## src/rtl/mw_pkg.sv

```systemverilog
package mw_pkg;

  localparam int FRAME_MAX = 25;
  localparam int HDR_BITS  = 9;
  localparam int IDX_W     = 5;

  localparam logic [2:0] OP_READ    = 3'd0;
  localparam logic [2:0] OP_WRITE   = 3'd1;
  localparam logic [2:0] OP_ERASE   = 3'd2;
  localparam logic [2:0] OP_WEN     = 3'd3;
  localparam logic [2:0] OP_WDIS    = 3'd4;
  localparam logic [2:0] OP_CLRALL  = 3'd5;
  localparam logic [2:0] OP_FILLALL = 3'd6;

  typedef enum logic [2:0] {
    S_IDLE, S_SETUP, S_HI, S_LO, S_TAIL, S_BREAK, S_POLL, S_GAP
  } mw_state_e;

  // Left-aligned serial image: start, opcode, address, data slots.
  function automatic logic [FRAME_MAX-1:0] frame_bits(input logic [2:0] op,
                                                      input logic [5:0] addr,
                                                      input logic [15:0] data);
    logic [1:0]  opc;
    logic [5:0]  a;
    logic [15:0] d;
    d = '0;
    a = addr;
    case (op)
      OP_READ:    opc = 2'b10;
      OP_WRITE:   begin opc = 2'b01; d = data; end
      OP_ERASE:   opc = 2'b11;
      OP_WEN:     begin opc = 2'b00; a = 6'b110000; end
      OP_CLRALL:  begin opc = 2'b00; a = 6'b100000; end
      OP_FILLALL: begin opc = 2'b00; a = 6'b010000; d = data; end
      default:    begin opc = 2'b00; a = 6'b000000; end
    endcase
    return {1'b1, opc, a, d};
  endfunction

  function automatic logic [IDX_W-1:0] frame_len(input logic [2:0] op);
    if (op == OP_READ || op == OP_WRITE || op == OP_FILLALL)
      return IDX_W'(FRAME_MAX);
    return IDX_W'(HDR_BITS);
  endfunction

  function automatic logic needs_poll(input logic [2:0] op);
    return (op == OP_WRITE) || (op == OP_ERASE) ||
           (op == OP_CLRALL) || (op == OP_FILLALL);
  endfunction

endpackage

```

## src/rtl/mw_phase_div.sv

```systemverilog
module mw_phase_div #(
  parameter int HALF_DIV = 125
) (
  input  logic clk,
  input  logic rst_n,
  input  logic run,
  output logic tick
);
  localparam int CW = (HALF_DIV > 2) ? $clog2(HALF_DIV) : 1;
  localparam logic [CW-1:0] LAST = CW'(HALF_DIV - 1);

  logic [CW-1:0] cnt_q;

  always_ff @(posedge clk or negedge rst_n) begin
    if (!rst_n)            cnt_q <= '0;
    else if (!run)         cnt_q <= '0;
    else if (cnt_q == LAST) cnt_q <= '0;
    else                   cnt_q <= cnt_q + 1'b1;
  end

  assign tick = run && (cnt_q == LAST);

  p_div_bound_r2: assert property (@(posedge clk) disable iff (!rst_n)
    cnt_q <= LAST);
  p_div_restart_r2: assert property (@(posedge clk) disable iff (!rst_n)
    !run |=> cnt_q == '0);

endmodule

```

## src/rtl/mw_frame_unit.sv

```systemverilog
module mw_frame_unit
  import mw_pkg::*;
(
  input  logic        clk,
  input  logic        rst_n,
  input  logic        load,
  input  logic [2:0]  op,
  input  logic [5:0]  addr,
  input  logic [15:0] wdata,
  input  logic        advance,
  input  logic        capture,
  input  logic        do_in,
  output logic        cur_bit,
  output logic        last_bit,
  output logic [15:0] rdata
);
  logic [FRAME_MAX-1:0] frame_q;
  logic [IDX_W-1:0]     idx_q;
  logic [IDX_W-1:0]     len_q;
  logic                 rd_q;
  logic [15:0]          rdata_q;
  logic                 data_slot;

  assign data_slot = rd_q && (idx_q >= IDX_W'(HDR_BITS));

  always_ff @(posedge clk or negedge rst_n) begin
    if (!rst_n) begin
      frame_q <= '0;
      idx_q   <= '0;
      len_q   <= IDX_W'(HDR_BITS);
      rd_q    <= 1'b0;
      rdata_q <= '0;
    end else if (load) begin
      frame_q <= frame_bits(op, addr, wdata);
      len_q   <= frame_len(op);
      idx_q   <= '0;
      rd_q    <= (op == OP_READ);
    end else begin
      if (capture && data_slot) rdata_q <= {rdata_q[14:0], do_in};
      if (advance) begin
        frame_q <= {frame_q[FRAME_MAX-2:0], 1'b0};
        idx_q   <= idx_q + 1'b1;
      end
    end
  end

  assign cur_bit  = frame_q[FRAME_MAX-1];
  assign last_bit = (idx_q == len_q - 1'b1);
  assign rdata    = rdata_q;

  p_idx_bound_r5: assert property (@(posedge clk) disable iff (!rst_n)
    idx_q < len_q);
  p_no_step_past_end_r5: assert property (@(posedge clk) disable iff (!rst_n)
    advance |-> !last_bit);

endmodule

```

## src/rtl/mw_poll_timer.sv

```systemverilog
module mw_poll_timer #(
  parameter int POLL_MAX = 4096
) (
  input  logic clk,
  input  logic rst_n,
  input  logic clear,
  input  logic step,
  output logic at_limit
);
  localparam int TW = $clog2(POLL_MAX + 1);
  localparam logic [TW-1:0] LIM = TW'(POLL_MAX - 1);

  logic [TW-1:0] cnt_q;

  always_ff @(posedge clk or negedge rst_n) begin
    if (!rst_n)                     cnt_q <= '0;
    else if (clear)                 cnt_q <= '0;
    else if (step && cnt_q != LIM)  cnt_q <= cnt_q + 1'b1;
  end

  assign at_limit = (cnt_q == LIM);

  p_poll_bound_r9: assert property (@(posedge clk) disable iff (!rst_n)
    cnt_q <= LIM);

endmodule

```

## src/rtl/mw_eeprom_host.sv

```systemverilog
module mw_eeprom_host
  import mw_pkg::*;
#(
  parameter int HALF_DIV = 125,
  parameter int POLL_MAX = 4096
) (
  input  logic        clk,
  input  logic        rst_n,
  input  logic        cmd_valid,
  output logic        cmd_ready,
  input  logic [2:0]  cmd_op,
  input  logic [5:0]  cmd_addr,
  input  logic [15:0] cmd_wdata,
  output logic        rsp_done,
  output logic [15:0] rsp_rdata,
  output logic        rsp_err,
  output logic        ee_cs,
  output logic        ee_sk,
  output logic        ee_di,
  input  logic        ee_do
);
  mw_state_e state_q;
  logic      poll_q, err_q, done_q;

  // named events
  logic tick, accept, hi_end, poll_ready, poll_expire, cur_bit, last_bit;

  assign accept      = cmd_valid && cmd_ready;
  assign hi_end      = tick && (state_q == S_HI);
  assign poll_ready  = tick && (state_q == S_POLL) && ee_do;
  logic  poll_limit;
  assign poll_expire = tick && (state_q == S_POLL) && !ee_do && poll_limit;

  mw_phase_div #(.HALF_DIV(HALF_DIV)) u_div (
    .clk(clk), .rst_n(rst_n), .run(state_q != S_IDLE), .tick(tick));

  mw_frame_unit u_frame (
    .clk(clk), .rst_n(rst_n), .load(accept), .op(cmd_op), .addr(cmd_addr),
    .wdata(cmd_wdata), .advance(hi_end && !last_bit), .capture(hi_end),
    .do_in(ee_do), .cur_bit(cur_bit), .last_bit(last_bit), .rdata(rsp_rdata));

  mw_poll_timer #(.POLL_MAX(POLL_MAX)) u_timer (
    .clk(clk), .rst_n(rst_n), .clear(state_q != S_POLL),
    .step(tick && state_q == S_POLL), .at_limit(poll_limit));

  always_ff @(posedge clk or negedge rst_n) begin
    if (!rst_n) begin
      state_q <= S_IDLE;
      poll_q  <= 1'b0;
      err_q   <= 1'b0;
      done_q  <= 1'b0;
    end else begin
      done_q <= tick && (state_q == S_GAP);
      if (accept) begin
        state_q <= S_SETUP;
        poll_q  <= needs_poll(cmd_op);
        err_q   <= 1'b0;
      end else if (tick) begin
        case (state_q)
          S_SETUP: state_q <= S_HI;
          S_HI:    state_q <= last_bit ? S_TAIL : S_LO;
          S_LO:    state_q <= S_HI;
          S_TAIL:  state_q <= poll_q ? S_BREAK : S_GAP;
          S_BREAK: state_q <= S_POLL;
          S_POLL: begin
            if (poll_ready) state_q <= S_GAP;
            else if (poll_expire) begin
              state_q <= S_GAP;
              err_q   <= 1'b1;
            end
          end
          S_GAP:   state_q <= S_IDLE;
          default: state_q <= S_IDLE;
        endcase
      end
    end
  end

  logic sending;
  assign sending   = (state_q == S_SETUP) || (state_q == S_HI) || (state_q == S_LO);
  assign ee_cs     = sending || (state_q == S_TAIL) || (state_q == S_POLL);
  assign ee_sk     = (state_q == S_HI);
  assign ee_di     = sending && cur_bit;
  assign cmd_ready = (state_q == S_IDLE);
  assign rsp_done  = done_q;
  assign rsp_err   = err_q;

  p_sk_needs_cs_r2: assert property (@(posedge clk) disable iff (!rst_n)
    ee_sk |-> ee_cs);
  p_di_quiet_r6: assert property (@(posedge clk) disable iff (!rst_n)
    !ee_cs |-> !ee_di);
  p_di_hold_r6: assert property (@(posedge clk) disable iff (!rst_n)
    (ee_sk && $past(ee_sk)) |-> $stable(ee_di));
  p_cs_gap_r7: assert property (@(posedge clk) disable iff (!rst_n)
    $fell(ee_cs) |=> !ee_cs);
  p_done_cs_low_r7: assert property (@(posedge clk) disable iff (!rst_n)
    rsp_done |-> !ee_cs);
  p_ready_idle_r10: assert property (@(posedge clk) disable iff (!rst_n)
    cmd_ready |-> (!ee_cs && !ee_sk));
  p_done_pulse_r10: assert property (@(posedge clk) disable iff (!rst_n)
    rsp_done |=> !rsp_done);
  p_err_from_poll_r9: assert property (@(posedge clk) disable iff (!rst_n)
    $rose(rsp_err) |-> $past(state_q == S_POLL));

endmodule

```

## config.mk

```make
export PLATFORM = sky130hd
export DESIGN_NAME = mw_eeprom_host
export DESIGN_NICKNAME = d
export VERILOG_FILES = /design/src/rtl/mw_pkg.sv /design/src/rtl/mw_phase_div.sv /design/src/rtl/mw_frame_unit.sv /design/src/rtl/mw_poll_timer.sv /design/src/rtl/mw_eeprom_host.sv
export SDC_FILE = /design/constraint.sdc
export NUM_CORES = 1
export LEC_CHECK = 0
export CAP_MARGIN = 30
export CORE_MARGIN = 10
export CORE_UTILIZATION = 55
export CTS_BUF_LIST = sky130_fd_sc_hd__clkbuf_8
export CTS_CLUSTER_DIAMETER = 80
export DETAILED_ROUTE_END_ITERATION = 6
export GPL_ROUTABILITY_DRIVEN = 1
export PLACE_DENSITY = 0.8
export REMOVE_ABC_BUFFERS = 1
export SYNTH_ARGS = -nofsm -noshare
export SYNTH_HDL_FRONTEND = slang
export SYNTH_HIERARCHICAL = 1
export SYNTH_SLANG_ARGS = --single-unit
```

## constraint.sdc

```tcl
create_clock -name clk -period 2.88 [get_ports clk]
set_input_delay 0.288 -clock clk [delete_from_list [all_inputs] [get_ports clk]]
set_output_delay 0.288 -clock clk [all_outputs]
set_load 0.005 [all_outputs]
```

# Yosys cells after proc, flatten, opt, wreduce, memory -nomap -nowiden
# Index checks and enable logic that the tools add are counted.
[totals]
out_inout_bits = 22
reg_bits = 78
input_bits = 29
elab_cells = 101
[classes]
eq_ne = 19
order_cmp = 1
n_mux = 27
reduce_logical = 38
bitwise = 1
n_addsub = 4
[op_table]
columns = ["op", "n"]
rows = [
  ["25-bit two-way mux", 2],
  ["13-bit two-way mux", 2],
  ["6-bit one-hot mux with 4 select lines", 1],
  ["5-bit two-way mux", 4],
  ["3-bit equality test, second input constant", 6],
  ["16-bit two-way mux", 1],
  ["3-bit two-way mux", 5],
  ["3-bit one-hot mux with 5 select lines", 1],
  ["7-bit two-way mux", 2],
  ["13-bit by 1-bit adder with 13-bit output, second input constant", 1],
  ["13-bit by 12-bit equality test with 1-bit output, second input constant", 1],
  ["1-bit logical AND", 13],
  ["13-bit by 12-bit inequality test with 1-bit output, second input constant", 1],
  ["3-bit by 2-bit equality test with 1-bit output, second input constant", 4],
  ["2-bit nonzero test", 5],
  ["1-bit logical OR", 9],
  ["7-bit by 1-bit adder with 7-bit output, second input constant", 1],
  ["7-bit equality test, second input constant", 1],
  ["1-bit two-way mux", 7],
  ["3-bit by 1-bit equality test with 1-bit output, second input constant", 2],
  ["3-bit zero test", 2],
  ["2-bit one-hot mux with 3 select lines", 1],
  ["5-bit by 1-bit adder with 5-bit output, second input constant", 1],
  ["5-bit equality test", 1],
  ["13 further kinds", 16],
]

# Longest topological paths before layout
[logic_depth]
ltp_word = 10
mapped_depth = 12
mapped_depth_nobuf = 10

# By module
# Netlist, hierarchy kept.
[modules_own_cells]
columns = ["mod", "seq_area_each_um2", "instances", "cells_each", "area_each_um2"]
rows = [
  ["mw_frame_unit", 1201.2, 1, 170, 2247.2],
  ["mw_poll_timer", 325.3, 1, 78, 719.4],
  ["mw_eeprom_host", 150.1, 1, 48, 429.2],
  ["mw_phase_div", 175.2, 1, 35, 336.6],
]

# Worst setup path after synthesis
# Ideal clock, no wire load.
[synth_timing]
path_kind = "flip-flop to flip-flop"
start = "register state_q[0]"
end = "register u_frame.rdata_q[10], in the netlist u_frame/rdata[10]"
path_stages_with_launch = 12
t_arrival_ns = 2.235
setup_ns = 0.125
synth_period_minus_slack_ns = 2.360
path_slack_ns = 0.520
path_buffers = 2
required_ns = 2.755
cell_sequence = "dfrtp_1 > buf_2 > nor3_4 > inv_1 > inv_1 > nor3_1 > nand2_1 > nor3_1 > o21ai_1 > a211oi_4 > buf_12 > mux2_4"
[synth_via]
word_cells_on_any_way = 9
cone_classes = "eq/ne: 1; bitwise: 1; reduce/logical: 7"
[synth_rtl]
columns = ["item", "line_no", "text"]
rows = [
  ["start: declaration", "mw_eeprom_host.sv:22", "mw_state_e state_q;"],
  ["start signal: assignment", "mw_eeprom_host.sv:61", "S_HI: state_q <= last_bit ? S_TAIL : S_LO;"],
  ["start signal: assignment", "mw_eeprom_host.sv:63", "S_TAIL: state_q <= poll_q ? S_BREAK : S_GAP;"],
  ["3-bit zero test", "mw_eeprom_host.sv:84", "assign cmd_ready = (state_q == S_IDLE);"],
  ["named net cmd_ready", "mw_eeprom_host.sv:10", "output logic cmd_ready,"],
  ["1-bit logical AND", "mw_eeprom_host.sv:28", "assign accept = cmd_valid && cmd_ready;"],
  ["1-bit inverter (no source line)", "-", ""],
  ["2-bit AND reduction (no source line)", "-", ""],
  ["end signal: assignment", "mw_frame_unit.sv:39", "if (capture && data_slot) rdata_q <= {rdata_q[14:0], do_in};"],
  ["end: declaration", "mw_frame_unit.sv:21", "logic [15:0] rdata_q;"],
]
# The timed path passes the listed nets, and every way through them passes these cells.
# A chain may end at the register's enable or synchronous reset.

# Worst setup path after layout
[layout_timing]
start = "register u_div.cnt_q[0]"
end = "register u_timer.cnt_q[10]"
[layout_via]
elab_chain_len = 5
[layout_lines]
columns = ["item", "line_no", "text"]
rows = [
  ["start: declaration", "mw_phase_div.sv:12", "logic [CW-1:0] cnt_q;"],
  ["start signal: assignment", "mw_phase_div.sv:18", "else cnt_q <= cnt_q + 1'b1;"],
  ["7-bit equality test", "mw_phase_div.sv:21", "assign tick = run && (cnt_q == LAST);"],
  ["1-bit logical AND", "mw_phase_div.sv:21", ""],
  ["named net tick", "mw_eeprom_host.sv:26", "logic tick, accept, hi_end, poll_ready, poll_expire, cur_bit, last_bit;"],
  ["1-bit logical AND", "mw_eeprom_host.sv:44", ".step(tick && state_q == S_POLL), .at_limit(poll_limit));"],
  ["1-bit logical AND", "mw_poll_timer.sv:18", "else if (step && cnt_q != LIM) cnt_q <= cnt_q + 1'b1;"],
  ["2-bit nonzero test (no source line)", "-", ""],
  ["end signal: assignment", "mw_poll_timer.sv:18", ""],
  ["end: declaration", "mw_poll_timer.sv:13", "logic [TW-1:0] cnt_q;"],
]
# The timed path passes the listed nets, and every way through them passes these cells.

==> metrics.txt <==
status=finished, final reports clean; initial antenna violation count=0; # diodes=0; Tcrit/Tclk final=86.1%; Post-Place Worst Slack=0.247 ns; final WL=6.89 mm; gr usage total=13.5%; via count=2623; Max Cap Viol=0; Final ANT Viol Nets=0; final setup fails=0; Hold Crit Class=input pin to async pin; leak pwr=1.80 nW; distinct cell type count after synthesis=54; RSZ-0062 raised after global routing=no; Power Density=662 mW/mm2; share of cells above drive strength 1=13.6%; VDD IR max=0.397 mV; Post-CTS Repair Setup Buffers=0; clock-pin slew on the worst setup and hold paths=0.08 ns; initial drt markers=88; Synth Flop Type=dfrtp_1; CP endpoint=u_timer/cnt_q[10]$_DFFE_PN0P_; port bufs=50; min cycle time layout=2.48 ns; wl on met1=3.19 mm; DP Wirelength=4.78 mm; most frequent cells in the layout=74 x dfrtp_1, 49 x clkdlybuf4s50_1, 22 x mux2i_1; critical path type=flip-flop to flip-flop; crit-path max cell delay=0.41 ns; setup ws final=0.399 ns; vias per cell=5.71; routed length on met2=3.26 mm; Synth Instances=331; CP required=3.11 ns; Syn Std Cell Area=0.00373 mm2; yosys warns=6; R2R Setup Slk=0.40 ns; CP Cell Sequence=inv_1, ha_1, nand2_1, nor3_2, inv_1, nor2_1, nand2_1, or3_1, nor3_1, nor3_1; FP Rows=29; EDFF count, synth=0; wire length per cell=15.0 um; Starting Density=57.8%; largest net degree at the start of global routing=43; Worst-Margin Slew=0.736 ns; Worst EP arrival=2.71 ns; GP Congestion=0.786; Max Slew Vio Count=0; Root Buffer=clkbuf_8; drt pass-1 iters=4; vias in the first global route=2555; worst reg2reg path depth=10; syn avg cell area=11.3 um2; asr flop ratio synth=100%; I/O pins=51; hold buffer count at cts=0; final hold vios=0; Max Used Layer=met4; Slew headroom=51.0%; Worst path slowest cell=dfrtp_1; Yosys reg bits=74; Core ar.=0.00646 mm2; area occupied by multi-input gates=0.00171 mm2; Die Ht=102 um; synthesis-to-layout area growth=19.8%; CTS tree=built; CP Launch Point=u_div/cnt_q[0]$_DFF_PN0_; Sink Count=74; commonest non-fill, non-tap cell in the layout=dfrtp_1; part of the Yosys area used for sequential elements=49.6%; Reg area=0.00185 mm2; TritonCTS Buffers=9; grt total ovfl=0; fmax=403 MHz; routed wl met3=333 um; # fillers=494; CP startpoint kind=flip-flop; CP max FO=7; skew final=0.0111 ns; RR Endpoint=u_timer/cnt_q[10]$_DFFE_PN0P_; Die Width=102 um; Net count, final=413; die area=0.0105 mm2; reg2reg start=u_div/cnt_q[0]$_DFF_PN0_; first-pass GRT wire length=11.5 mm; Setup crit end kind=flip-flop; CTS Buffer Depth=2; drt drc=0; Clock Latency Late Sink=0.35 ns; htree depth=3; Final Total Pwr=2.96 mW
-- power breakdown --
group | switching [mW] | total [mW] | internal [mW]
clock network | 0.367 | 0.809 | 0.442
logic | 0.314 | 0.658 | 0.344
registers | 0.188 | 1.49 | 1.30
total | 0.868 | 2.96 | 2.09
-- what timing repair did --
action / 4_1_cts / 5_1_grt
setup endpoints to repair: 0 / 4
gates resized for setup: 0 / 1
hold endpoints to repair: 0 / 0
-- state kept, by name (all words and copies together), names as in the netlist, 3 cells and up --
signal and flops:
u_frame/frame_q 25, u_frame/rdata 16, state_q 3, u_frame/idx_q 5, u_timer/cnt_q 13, u_div/cnt_q 7
-- per-stage QoR --
stage               cell area [um2]  hold slack (ns)  cells  setup TNS [ns]  utilization [%]
floorplan                      3600         -0.00759    310          -85.92                -
global placement               4260            0.394    444               0             66.0
detailed placement             4260            0.405    444               0             66.0
CTS                            4470           0.0262    459               0             69.1
global route                   4470           0.0676    459               0             69.2
finish                         4470          0.00285    459               0             69.2
-- synth_stat cells, types with 2 or more instances --
cell type / number / area, um2
a211o_1: 2 / 17.5
a211oi_1: 5 / 37.5
a21oi_1: 17 / 85.1
a31oi_1: 3 / 18.8
and3b_1: 2 / 17.5
and4_4: 2 / 22.5
buf_2: 8 / 40.0
buf_6: 3 / 33.8
clkbuf_1: 6 / 22.5
dfrtp_1: 74 / 1850
ha_1: 6 / 75.1
inv_1: 14 / 52.6
mux2_2: 6 / 67.6
mux2_4: 11 / 165
mux2i_1: 22 / 220
nand2_1: 10 / 37.5
nand2b_1: 4 / 25.0
nand3_1: 6 / 30.0
nand4_1: 6 / 37.5
nor2_1: 19 / 71.3
nor2b_1: 6 / 37.5
nor3_1: 10 / 50.1
nor3b_1: 5 / 37.5
nor4_1: 3 / 18.8
o21a_1: 3 / 22.5
o21ai_0: 10 / 50.1
o21ai_1: 2 / 10.0
o22ai_1: 2 / 12.5
o2bb2ai_1: 19 / 166
o31ai_1: 4 / 30.0
or3_1: 7 / 43.8
or4_1: 2 / 15.0
xnor2_1: 4 / 35.0
xor2_1: 8 / 70.1
-- cells by family after synthesis --
logic type | count (synthesis) | synth area share [%]
flops | 74 | 49.6
fa+ha+maj | 6 | 2.01
compound gates | 72 | 13.5
mux | 39 | 12.1
buf+inv | 35 | 4.96
simple gates | 93 | 15.0
xor+xnor | 12 | 2.82
-- layer usage --
layer | GRT usage [%] | up-vias
met4 | 5.86 | 0
met3 | 3.85 | 12
met1 | 16.8 | 1249
met2 | 21.6 | 72
li1 | - | 1290
met5 | 0 | -
-- cell type report --
type,instances,area share (%)
Tap cell,77,2.16
Sequential cell,74,41.4
Clock inverter,4,1.15
Timing Repair Buffer,57,12.5
Multi-Input combinational cell,222,38.2
Inverter,14,1.18
Clock buffer,11,3.39
-- worst max-delay path: cells and delay by family, from the launching register on --
kind,cells,cell delay (ns)
AND/OR/NAND/NOR,7,1.54
adder cells (fa/ha/maj),1,0.16
buffers and inverters,2,0.26
flip-flops,1,0.41
-- worst min path at each step --
stage	start	end	slack, ns	cells after the start
finish	rst_n	u_div/cnt_q[4]$_DFF_PN0_	0.003	1
global route	rst_n	poll_q$_DFFE_PN0P_	0.07	1
CTS	rst_n	u_frame/frame_q[24]$_DFFE_PN0P_	0.03	1
detailed placement	rst_n	u_div/cnt_q[3]$_DFF_PN0_	0.41	1
global placement	rst_n	u_div/cnt_q[4]$_DFF_PN0_	0.39	1
floorplan	rst_n	poll_q$_DFFE_PN0P_	-0.008	0
(Power assumes the default switching activity.)
